### src/rtl/brha_pkg.sv
// Shared encodings for the bus hold release arbiter.
// Assumes the sequencer uses these codes on its attribute inputs.
package brha_pkg;
    typedef enum logic [1:0] {
        XK_SINGLE = 2'd0,
        XK_DOUBLE = 2'd1,
        XK_ATOMIC = 2'd2
    } xfer_kind_e;

    typedef enum logic [1:0] {
        PW_8  = 2'd0,
        PW_16 = 2'd1,
        PW_32 = 2'd2
    } port_width_e;
endpackage

### src/rtl/brha_req_sync.sv
// Multi-flop synchronizer for the asynchronous active-low request.
// Output req_on is active high. Assumes the request is held long enough to be sampled.
module brha_req_sync #(
    parameter int STAGES = 2
) (
    input  logic clk,
    input  logic rst_n,
    input  logic req_n_async,
    output logic req_on
);
    logic [STAGES-1:0] chain;

    // shift the raw request through the flop chain; idle level is 1
    always_ff @(posedge clk) begin
        if (!rst_n) chain <= '1;
        else        chain <= {chain[STAGES-2:0], req_n_async};
    end

    assign req_on = ~chain[STAGES-1];
endmodule

### src/rtl/brha_xfer_tracker.sv
// Tracks the open transaction: latches its attributes, counts beats and
// flags each beat completion that is a legal release point.
// Assumes start comes only when idle and beats only while a transaction is open.
module brha_xfer_tracker
    import brha_pkg::*;
#(
    parameter int BUS_BITS      = 32,
    parameter int MIN_PORT_BITS = 8
) (
    input  logic       clk,
    input  logic       rst_n,
    input  logic       start,
    input  logic [1:0] kind,
    input  logic       store,
    input  logic [1:0] width,
    input  logic       beat_done,
    output logic       active,
    output logic       brk,
    output logic       is_atomic,
    output logic       narrow_store
);
    localparam int MAX_BPW = BUS_BITS / MIN_PORT_BITS;
    localparam int CNT_W   = $clog2(2 * MAX_BPW + 1);

    xfer_kind_e        kind_q;
    port_width_e       width_q;
    logic              store_q;
    logic [CNT_W-1:0]  cnt, nxt, bpw, total;
    logic              narrow, split_ok;

    // beats needed for one word at the latched port width
    always_comb begin
        case (width_q)
            PW_8:    bpw = CNT_W'(MAX_BPW);
            PW_16:   bpw = CNT_W'(MAX_BPW / 2);
            default: bpw = CNT_W'(1);
        endcase
    end

    // total beats and whether a word boundary may serve as release point
    always_comb begin
        narrow   = (width_q != PW_32);
        total    = (kind_q == XK_SINGLE) ? bpw : CNT_W'(bpw << 1);
        split_ok = (kind_q == XK_DOUBLE) && !(store_q && narrow);
        nxt      = cnt + CNT_W'(1);
        brk      = active && beat_done &&
                   ((nxt == total) || (split_ok && (nxt == bpw)));
    end

    // open, count and close the transaction
    always_ff @(posedge clk) begin
        if (!rst_n) begin
            active  <= 1'b0;
            cnt     <= '0;
            kind_q  <= XK_SINGLE;
            width_q <= PW_32;
            store_q <= 1'b0;
        end else if (start) begin
            active  <= 1'b1;
            cnt     <= '0;
            kind_q  <= (kind == 2'd3) ? XK_SINGLE : xfer_kind_e'(kind);
            width_q <= (width == 2'd3) ? PW_32 : port_width_e'(width);
            store_q <= store;
        end else if (active && beat_done) begin
            cnt <= nxt;
            if (nxt == total) active <= 1'b0;
        end
    end

    assign is_atomic    = (kind_q == XK_ATOMIC);
    assign narrow_store = store_q && narrow;


    cnt_in_range_chk: assert property (@(posedge clk) disable iff (!rst_n)
        active |-> (cnt < total));
endmodule

### src/rtl/brha_release_ctrl.sv
// Grant and hold state machine. Releases when the request is seen and the
// bus is idle or at a release point; ends the grant one clock after the
// request drops and keeps the hold one clock longer.
module brha_release_ctrl (
    input  logic clk,
    input  logic rst_n,
    input  logic req_on,
    input  logic active,
    input  logic brk,
    output logic granted,
    output logic hold
);
    logic tail_q, release_now;

    // a release is due this cycle
    assign release_now = req_on && !granted && !tail_q && (!active || brk);

    // grant and tail registers
    always_ff @(posedge clk) begin
        if (!rst_n) begin
            granted <= 1'b0;
            tail_q  <= 1'b0;
        end else begin
            granted <= granted ? req_on : release_now;
            tail_q  <= granted && !req_on;
        end
    end

    assign hold = granted || tail_q || release_now;


    grant_drop_chk: assert property (@(posedge clk) disable iff (!rst_n)
        granted && !req_on |=> !granted);

    tail_hold_chk: assert property (@(posedge clk) disable iff (!rst_n)
        $fell(granted) |-> hold);
endmodule

### src/rtl/bus_release_arbiter.sv
// Top of the bus hold release arbiter. Joins synchronizer, transaction
// tracker and release control, and gates the local address strobe.
// Assumes the sequencer honours seq_hold and starts transactions only when idle.
module bus_release_arbiter #(
    parameter int BUS_BITS      = 32,
    parameter int MIN_PORT_BITS = 8,
    parameter int SYNC_STAGES   = 2
) (
    input  logic       clk,
    input  logic       rst_n,
    input  logic       bus_req_n,
    input  logic       xfer_start,
    input  logic [1:0] xfer_kind,
    input  logic       xfer_store,
    input  logic [1:0] xfer_width,
    input  logic       beat_done,
    input  logic       strobe_sel,
    input  logic       cpu_as_n,
    output logic       bus_grant_n,
    output logic       seq_hold,
    output logic       as_out_n
);
    logic req_on, trk_active, trk_brk, trk_atomic, trk_nstore, granted;

    brha_req_sync #(.STAGES(SYNC_STAGES)) u_sync (
        .clk(clk), .rst_n(rst_n), .req_n_async(bus_req_n), .req_on(req_on));

    brha_xfer_tracker #(.BUS_BITS(BUS_BITS), .MIN_PORT_BITS(MIN_PORT_BITS)) u_trk (
        .clk(clk), .rst_n(rst_n), .start(xfer_start), .kind(xfer_kind),
        .store(xfer_store), .width(xfer_width), .beat_done(beat_done),
        .active(trk_active), .brk(trk_brk), .is_atomic(trk_atomic),
        .narrow_store(trk_nstore));

    brha_release_ctrl u_ctrl (
        .clk(clk), .rst_n(rst_n), .req_on(req_on), .active(trk_active),
        .brk(trk_brk), .granted(granted), .hold(seq_hold));

    assign bus_grant_n = ~granted;

    // block local strobes while granted unless strobe-select mode is high
    assign as_out_n = cpu_as_n | (granted & ~strobe_sel);


    grant_at_point_chk: assert property (@(posedge clk) disable iff (!rst_n)
        $fell(bus_grant_n) |-> $past(!trk_active || trk_brk));

    atomic_whole_chk: assert property (@(posedge clk) disable iff (!rst_n)
        $fell(bus_grant_n) |-> !(trk_active && trk_atomic));

    narrow_store_whole_chk: assert property (@(posedge clk) disable iff (!rst_n)
        $fell(bus_grant_n) |-> !(trk_active && trk_nstore));

    no_beat_in_hold_chk: assert property (@(posedge clk) disable iff (!rst_n)
        !bus_grant_n && !beat_done |=> !$rose(bus_grant_n) || $past(!req_on));
endmodule

### config.mk
export PLATFORM = sky130hd
export DESIGN_NAME = bus_release_arbiter
export DESIGN_NICKNAME = d
export VERILOG_FILES = /design/src/rtl/brha_pkg.sv /design/src/rtl/brha_req_sync.sv /design/src/rtl/brha_xfer_tracker.sv /design/src/rtl/brha_release_ctrl.sv /design/src/rtl/bus_release_arbiter.sv
export SDC_FILE = /design/constraint.sdc
export NUM_CORES = 1
export LEC_CHECK = 0
export CAP_MARGIN = 5
export CORE_MARGIN = 10
export CORE_UTILIZATION = 50
export CTS_CLUSTER_DIAMETER = 50
export DETAILED_ROUTE_END_ITERATION = 6
export DONT_BUFFER_PORTS = 1
export GPL_TIMING_DRIVEN = 1
export PLACE_DENSITY = 0.62
export REMOVE_ABC_BUFFERS = 1
export SYNTH_ARGS = -nofsm -noshare
export SYNTH_HDL_FRONTEND = slang
export SYNTH_SLANG_ARGS = --single-unit
### constraint.sdc
create_clock -name clk -period 1.8 [get_ports clk]
set_input_delay 0.27 -clock clk [delete_from_list [all_inputs] [get_ports clk]]
set_output_delay 0.27 -clock clk [all_outputs]
set_load 0.05 [all_outputs]
# After elaboration in Yosys (flattened, before gate mapping)
# Index checks and enable logic that the tools add are counted.
[totals] register_bits=14 latch_bits=0 n_memories=0 romBits=0 ramBits=0
[op_classes] div_mod_pow=0 bitwise=6 order_cmp=0 n_addsub=1 n_mul=0 n_shift=0 n_reduce_logical=23 n_mux=8 n_eq_ne=7
[ops] op="1-bit logical AND" count=9
[ops] op="3-bit case mux with 2 select lines" count=1
[ops] op="4-bit by 1-bit adder with 4-bit output, second input constant" count=1
[ops] op="2-bit by 1-bit == test with 1-bit output, second input constant" count=2
[ops] op="2-bit == test, second input constant" count=2
[ops] op="4-bit by 3-bit == test with 1-bit output" count=1
[ops] op="4-bit == test" count=1
[ops] op="1-bit logical NOT" count=4
[ops] op="2-bit logical NOT" count=2
[ops] op="1-bit logical OR" count=4
[ops] op="1-bit 2-to-1 mux" count=4
[ops] op="2-bit 2-to-1 mux" count=2
[ops] op="4-bit 2-to-1 mux" count=1
[ops] op="1-bit NOT" count=4
[ops] op="2-bit nonzero test" count=2
[ops] op="2-bit != test, second input constant" count=1
[ops] op="2-bit AND reduction" count=1
[ops] op="2-bit OR reduction" count=1
[ops] op="1-bit bitwise AND" count=1
[ops] op="1-bit OR" count=1

# Depth between registers and ports, before layout
# Gate-level depths: netlist (run 1).
[logic_depth] depth_word=10 ltp_mapped=6 ltp_nobuf=6

# By module
# A second synthesis (run 1) with hierarchy kept.
[hier_totals] cells_unflattened=95 area_unflattened_um2=833.3
[by_module_without_submodules] module="brha_xfer_tracker" seq_area_each_um2=200.2 instances=1 area_per_inst_um2=675.6 cells_per_inst=79
[by_module_without_submodules] module="brha_release_ctrl" seq_area_each_um2=40.0 instances=1 area_per_inst_um2=86.3 cells_per_inst=9
[by_module_without_submodules] module="brha_req_sync" seq_area_each_um2=40.0 instances=1 area_per_inst_um2=56.3 cells_per_inst=5
[by_module_without_submodules] module="bus_release_arbiter" seq_area_each_um2=0.0 instances=1 area_per_inst_um2=15.0 cells_per_inst=2

# Worst setup path before layout (run 1)
# No wires, ideal clock.
[synth_timing] kind="register to output" from="reg u_trk.width_q[1]" to="out seq_hold" t_required_ns=1.530 path_slack_ns=-0.604 n_path_buf=0 t_arrival_ns=2.134 path_stages_with_launch=6 path_cell_list="dfxtp_1 > or4_1 > o21a_1 > xor2_1 > nand4_2 > a32oi_1"
[synth_via] elab_chain_cells=10
[synth_rtl] item="start, declared" line="brha_xfer_tracker.sv:26" rtl="port_width_e width_q;"
[synth_rtl] item="start signal, assigned" line="brha_xfer_tracker.sv:62" rtl="width_q <= (width == 2'd3) ? PW_32 : port_width_e'(width);"
[synth_rtl] item="branches (longest 5 deep; another with 4-bit 2-to-1 mux)"
[synth_rtl] item="1-bit logical OR (*)" line="brha_xfer_tracker.sv:47" rtl="((nxt == total) || (split_ok && (nxt == bpw)));"
[synth_rtl] item="1-bit logical AND (*)" line="brha_xfer_tracker.sv:46" rtl="brk = active && beat_done &&"
[synth_rtl] item="1-bit logical OR (*)" line="brha_release_ctrl.sv:16" rtl="assign release_now = req_on && !granted && !tail_q && (!active || brk);"
[synth_rtl] item="1-bit logical AND (*)" line="brha_release_ctrl.sv:16"
[synth_rtl] item="1-bit logical OR (*)" line="brha_release_ctrl.sv:29" rtl="assign hold = granted || tail_q || release_now;"
[synth_rtl] item="end, declared" line="bus_release_arbiter.sv:20" rtl="output logic seq_hold,"
# Every way passes the cells marked *.

# Worst setup path after layout (run 1)
[layout_timing] from="reg u_trk.kind_q[1]" to="out seq_hold"
[layout_via] elab_chain_cells=8
[layout_rtl] item="start, declared" line="brha_xfer_tracker.sv:25" rtl="xfer_kind_e kind_q;"
[layout_rtl] item="start signal, assigned" line="brha_xfer_tracker.sv:61" rtl="kind_q <= (kind == 2'd3) ? XK_SINGLE : xfer_kind_e'(kind);"
[layout_rtl] item="2-bit logical NOT / 2-bit by 1-bit == test with 1-bit output (equally long branches)" line="brha_xfer_tracker.sv:43, brha_xfer_tracker.sv:44"
[layout_rtl] item="4-bit 2-to-1 mux / 1-bit logical AND (equally long branches)" line="brha_xfer_tracker.sv:43, brha_xfer_tracker.sv:44"
[layout_rtl] item="4-bit == test / 1-bit logical AND (equally long branches)" line="brha_xfer_tracker.sv:47"
[layout_rtl] item="1-bit logical OR (*)" line="brha_xfer_tracker.sv:47"
[layout_rtl] item="1-bit logical AND (*)" line="brha_xfer_tracker.sv:46"
[layout_rtl] item="1-bit logical OR (*)" line="brha_release_ctrl.sv:16"
[layout_rtl] item="1-bit logical AND (*)" line="brha_release_ctrl.sv:16"
[layout_rtl] item="1-bit logical OR (*)" line="brha_release_ctrl.sv:29"
# Mark *: on every way between the ends. The rest lies on a longest branch, timed or not.

==> reports/results.txt, run 1 <==
Outcome - finished with violations
Failing checks - negative setup slack
Maxcap violations - 0
Initial DRC Count - 13
HPWL after DPL - 1330 um
Htree depth - 1
FF+latch count, synth - 14
Fmax - 446 MHz
Unrepaired setup endpoints after global routing - yes
Final Cell Area - 958 um^2
Drt pass-1 iters - 4
Core area - 0.00133 mm^2
Synth unique cells - 34
GR Util All Layers - 11.3%
Layout cells sized above 1 - 31.7%
Most common library cell in the layout ignoring fill and taps - buf_4
Pwr dens - 709 mW/mm^2
Residual DRC - 0
Final setup margin - -0.440 ns
Num CTS Buffers - 3
Vias in the first global route - 705
Clock slew at reported path FFs - 0.10 ns
Worst vdd ir - 0.000655 V
Final RePlAce weighted congestion - 0.780
CTS sink count - 14
CTS tree - built
Commonest non-fill, non-tap cells in the layout - 20 x buf_4, 12 x dfxtp_1, 7 x nor2_1, 6 x nand2b_1, 5 x a21oi_1
IO Count - 15
Critical path type - reg2out
Total routed wirelength - 1820 um
Final Cycle Share - 124%
Antenna violations before repair - 0
Final hold vios - 0
Max-slew headroom - 76.0%
Area grow syn2layout - 32.8%
Fillers - 114
Skew final - 0.00837 ns
Row Count - 13
DP Cell Count - 114
Min Clock Period, post-route - 2.24 ns
Antenna Cells - 0
Die H - 58 um
Layout Cells excl Fill - 119
Placed cell area - 880 um^2
Die Span X - 58 um
First-pass GRT wire length - 3080 um
Worst-Margin Slew - 0.351 ns
Data arrival, critical path - 1.97 ns
Clock latency on the worst-skew pair - 0.29 ns
Largest net degree at the start of global routing - 11
R2R setup slack - 0.12 ns
Worst Path Required - 1.53 ns
Static Leak - 0.000381 uW
Initial Util - 54.1%
Setup tns final - -0.440 ns
Buffers added on ports - 0
Synth Cell Area - 722 um^2
Worst-path fanout max - 2
Syn avg cell area - 8.91 um^2
Fin nets - 118
Wire length per cell - 15.3 um
Worst setup EP type - primary output
Vias per inst - 5.58
Sequential fraction of the synthesis area - 38.8%
Final ANT Viol Nets - 0
Slew Limit Fails - 0
YS warnings - 0
Die area - 0.00336 mm^2
Min-delay worst type - in2reg
Synthesized instance count - 81
Total number of vias - 664
Clock buffer depth - 2
CTS root buffer - clkbuf_4
Startpoint types - flop
Final setup violation count - 1
Global route overflow - 0
[final cells by class]
class,instances,area [um^2],area share (%)
multi-input cells,63,459,47.9
flip-flops and latches,14,283,29.5
repair buffers,20,150,15.7
clock buffers,4,36.3,3.79
well taps,15,18.8,1.96
inverters,3,11.3,1.17
[state kept, by name, indices dropped and copies added (netlist names)]
signal	flops
u_trk.store_q	1
u_sync.chain	2
u_trk.kind_q	2
u_trk.cnt	4
u_ctrl.tail_q	1
u_ctrl.granted	1
u_trk.active	1
u_trk.width_q	2
[worst paths after layout]
kind	start	end	cells past startpoint
min reg2reg	u_sync.chain[0]$_SDFF_PN1_	u_sync.chain[1]$_SDFF_PN1_	1
min	rst_n	u_trk.width_q[1]$_SDFFE_PN1P_	1
max	u_trk.kind_q[1]$_SDFFE_PN0P_	seq_hold	6
max reg2reg	u_trk.width_q[1]$_SDFFE_PN1P_	u_ctrl.granted$_SDFF_PN0_	6
[stage by stage]
stage,worst slack [ns],total power (uW),utilization [%],hold WS (ns)
6_report,-0.440,680,71.9,0.0589
5_1_grt,-0.544,706,71.9,0.0449
3_5_place_dp,-0.133,440,65.9,0.349
2_1_floorplan,-0.604,401,-,0.332
4_1_cts,-0.433,671,69.3,0.0551
3_3_place_gp,-0.110,438,65.9,0.336
[kinds of logic (layout without fill, tap and decap cells)]
family                   after synthesis  in the layout  share of synthesized area (%)
flip-flops                            14             14                           38.8
buffers and inverters                  4             27                           2.08
AND/OR/NAND/NOR                       33             33                           25.7
multiplexers                           2              2                           2.77
AO/OA/AOI/OAI                         18             18                           17.0
XOR/XNOR                               9              9                           12.0
adder cells (fa/ha/maj)                1              1                           1.73
[power by group]
group	internal, uW	total, uW	switching, uW
clock	123	239	116
combinational	56.2	112	56.3
sequential	322	329	6.95
[what timing repair did]
item,CTS,global route
setup endpoints to repair,1,2
resized for setup,1,5
pin swaps,3,2
hold buffers,0,0
buffers inserted,1,0
[metal layers]
metal / vias to the layer above / global-route usage [%] / part of all wire (%) / wire (um)
met5: - / 0 / 0 / 0
li1: 332 / - / - / -
met2: 18 / 19.5 / 48 / 881
met3: 4 / 3.27 / 6.4 / 116
met4: 0 / 4.03 / 1.5 / 27
met1: 310 / 12.9 / 44 / 793
[cells in the mapped netlist, drive strengths merged]
library cell   n  area [um^2]
o21bai         1         7.51
nand3b         2         15.0
a22o           2         18.8
nor3b          1         7.51
a41oi          1         8.76
or4            1         7.51
nand3          3         15.0
nand4          2         18.8
mux2i          2         20.0
a21oi          5         25.0
or3            1         6.26
and2           3         18.8
nor2b          1         6.26
o21ai          3         15.0
ha             1         12.5
clkbuf         1         3.75
o21a           1         7.51
a211o          1         8.76
xnor2          4         35.0
nand2          4         15.0
nor3           1         5.00
inv            3         11.3
a32oi          1         8.76
xor2           5         51.3
o31ai          1         7.51
and3           1         6.26
nand2b         6         37.5
dfxtp         14          280
nor2           7         26.3
a2111oi        1         8.76
o22ai          1         6.26
[critical path: stages (launching register included)]
cell,delay [ns]
dfxtp_1,0.32
or4_1,0.51
o21a_1,0.13
xor2_1,0.17
nand4_2,0.11
a32oi_1,0.22
buf_4,0.23
(Power assumes the default switching activity.)
==> inputs of run 2 (changes only) <==
Settings changed: TNS_END_PERCENT set to 10.
==> results of run 2 <==
The final DEF is identical to that of run 1; final timing and power are the same.
==> inputs of run 3 (changes only) <==
Settings changed: PLACE_DENSITY 0.62 to 0.76.
==> reports/results.txt, run 3 (synthesized netlist as in run 1, its figures left out) <==
Final RePlAce weighted congestion - 0.774 (was 0.780)
Clock buffer depth - 2 (unchanged)
Antenna violations before repair - 0 (unchanged)
Wire length per cell - 15.0 um (was 15.3 um)
Final ANT Viol Nets - 0 (unchanged)
GRT met1 Usage - 11.9% (was 12.9%)
Met2 Track Usage GR - 19.6% (was 19.5%)
Length in cells of the worst reg-to-reg path - 10 (was 6)
Drt pass-1 iters - 4 (unchanged)
HPWL after DPL - 1350 um (was 1330 um)
Data arrival, critical path - 1.96 ns (was 1.97 ns)
Static Leak - 0.000393 uW (was 0.000381 uW)
Antenna Cells - 0 (unchanged)
Die Span X - 58 um (unchanged)
Layout cells sized above 1 - 32.7% (was 31.7%)
Vias in the first global route - 707 (was 705)
Max-slew headroom - 79.8% (was 76.0%)
Die area - 0.00336 mm^2 (unchanged)
Worst setup EP type - primary output (unchanged)
Maxcap violations - 0 (unchanged)
Fin util - 72.7% (was 71.9%)
Worst-path fanout max - 2 (unchanged)
Clock slew at reported path FFs - 0.08 ns (was 0.10 ns)
Largest net degree at the start of global routing - 11 (unchanged)
Core area - 0.00133 mm^2 (unchanged)
Min Clock Period, post-route - 2.23 ns (was 2.24 ns)
Total routed wirelength - 1830 um (was 1820 um)
Fmax - 448 MHz (was 446 MHz)
Area grow syn2layout - 34.3% (was 32.8%)
Htree depth - 1 (unchanged)
Commonest non-fill, non-tap cells in the layout - 23 x buf_4, 12 x dfxtp_1, 7 x nor2_1, 6 x nand2b_1, 5 x a21oi_1 (was 20 x buf_4, 12 x dfxtp_1, 7 x nor2_1, 6 x nand2b_1, 5 x a21oi_1)
Initial Util - 54.1% (unchanged)
Failing checks - negative setup slack (unchanged)
Critical R2R Capture - u_trk.active$_SDFFE_PN0P_ (was u_ctrl.granted$_SDFF_PN0_)
Worst Setup SP - u_trk.kind_q[0]$_SDFFE_PN0P_ (was u_trk.kind_q[1]$_SDFFE_PN0P_)
Initial DRC Count - 18 (was 13)
Min-delay worst type - in2reg (unchanged)
GR Util All Layers - 11.4% (was 11.3%)
Worst-Margin Slew - 0.300 ns (was 0.351 ns)
Most common library cell in the layout ignoring fill and taps - buf_4 (unchanged)
Worst r2r src - u_trk.kind_q[0]$_SDFFE_PN0P_ (was u_trk.width_q[1]$_SDFFE_PN1P_)
Largest register FFs - 4 (unchanged)
Clock latency on the worst-skew pair - 0.28 ns (was 0.29 ns)
Buffers added on ports - 0 (unchanged)
Post-CTS Hold Fix Bufs - 0 (unchanged)
Final setup margin - -0.431 ns (was -0.440 ns)
Busiest grt layer - met2 (unchanged)
Final hold vios - 0 (unchanged)
Slew Limit Fails - 0 (unchanged)
First-pass GRT wire length - 3080 um (unchanged)
IO Count - 15 (unchanged)
Unrepaired setup endpoints after global routing - yes (unchanged)
Final Cycle Share - 124% (about the same)
Startpoint types - flop (unchanged)
Fin nets - 121 (was 118)
CTS tree - built (unchanged)
Num CTS Buffers - 3 (unchanged)
Register bank with the most flops - u_trk.cnt (unchanged)
Residual DRC - 0 (unchanged)
Crit path to - seq_hold (unchanged)
Worst Path Required - 1.53 ns (about the same)
Final setup violation count - 3 (was 1)
R2R setup slack - -0.39 ns (was 0.12 ns)
Skew final - 0.00160 ns (was 0.00837 ns)
Outcome - finished with violations (unchanged)
Worst vdd ir - 0.000551 V (was 0.000655 V)
Total number of vias - 693 (was 664)
Met3 usage - 3.70% (was 3.27%)
Row Count - 13 (unchanged)
Global route overflow - 0 (unchanged)
Fillers - 95 (was 114)
Die H - 58 um (unchanged)
CTS root buffer - clkbuf_4 (unchanged)
Power, Total - 675 uW (was 680 uW)
Vias per inst - 5.68 (was 5.58)
CTS sink count - 14 (unchanged)
Critical path type - reg2out (unchanged)
Pwr dens - 696 mW/mm^2 (was 709 mW/mm^2)
==> run 3: through the flow <==
stage / TNS (ns) / cell area (um^2) / hold slack, ns / setup WS, ns / std cells
after floorplan: -0.604 / 718 / 0.332 / -0.604 / 80
after global placement: -0.111 / 872 / 0.338 / -0.111 / 113
after detailed placement: -0.152 / 872 / 0.343 / -0.152 / 113
after CTS: -1.08 / 948 / 0.0502 / -0.432 / 122
after global routing: -1.33 / 970 / 0.0499 / -0.486 / 122
final: -1.15 / 970 / 0.0515 / -0.431 / 122
==> run 3: what timing repair did <==
item                                    CTS  global route
gates resized for setup                   2             4
pin swaps                                 4             1
setup buffers                             5             0
endpoints found under the setup margin    1             3
==> run 3: layout make-up <==
class / instances / area (um^2) / share of cell area [%]
flip-flops and latches: 14 / 283 / 29.2
repair buffers: 23 / 173 / 17.8
inverters: 3 / 11.3 / 1.16
multi-input cells: 63 / 448 / 46.2
well taps: 15 / 18.8 / 1.94
clock buffers: 4 / 36.3 / 3.74
==> run 3: metal layers <==
layer / routed length, um / up-vias
met3: 132 / 6
li1: - / 341
met2: 900 / 26
met1: 764 / 320
met5: 0 / -
met4: 32 / 0
==> run 3: how the worst min path moves through the flow <==
stage	from	endpoint	slack (ns)	cells past startpoint
2_1_floorplan	rst_n	u_trk.width_q[1]$_SDFFE_PN1P_	0.33	1
3_3_place_gp	rst_n	u_trk.width_q[1]$_SDFFE_PN1P_	0.34	1
3_5_place_dp	rst_n	u_trk.width_q[1]$_SDFFE_PN1P_	0.34	1
4_1_cts	rst_n	u_trk.width_q[1]$_SDFFE_PN1P_	0.05	1
5_1_grt	rst_n	u_sync.chain[0]$_SDFF_PN1_	0.05	1
6_report	rst_n	u_trk.width_q[1]$_SDFFE_PN1P_	0.05	1
==> run 3: worst max-delay path: stages, from the launching register on <==
cell and delay [ns]:
dfxtp_2 0.33, or4_1 0.52, o21a_1 0.13, xor2_1 0.17, nand4_2 0.11, a32oi_1 0.19, buf_4 0.22
==> run 3: power breakdown <==
part,switching [uW],total [uW],internal (uW)
clock network,102,225,123
logic,57.8,119,61.4
registers,8.32,330,322
total,168,675,506
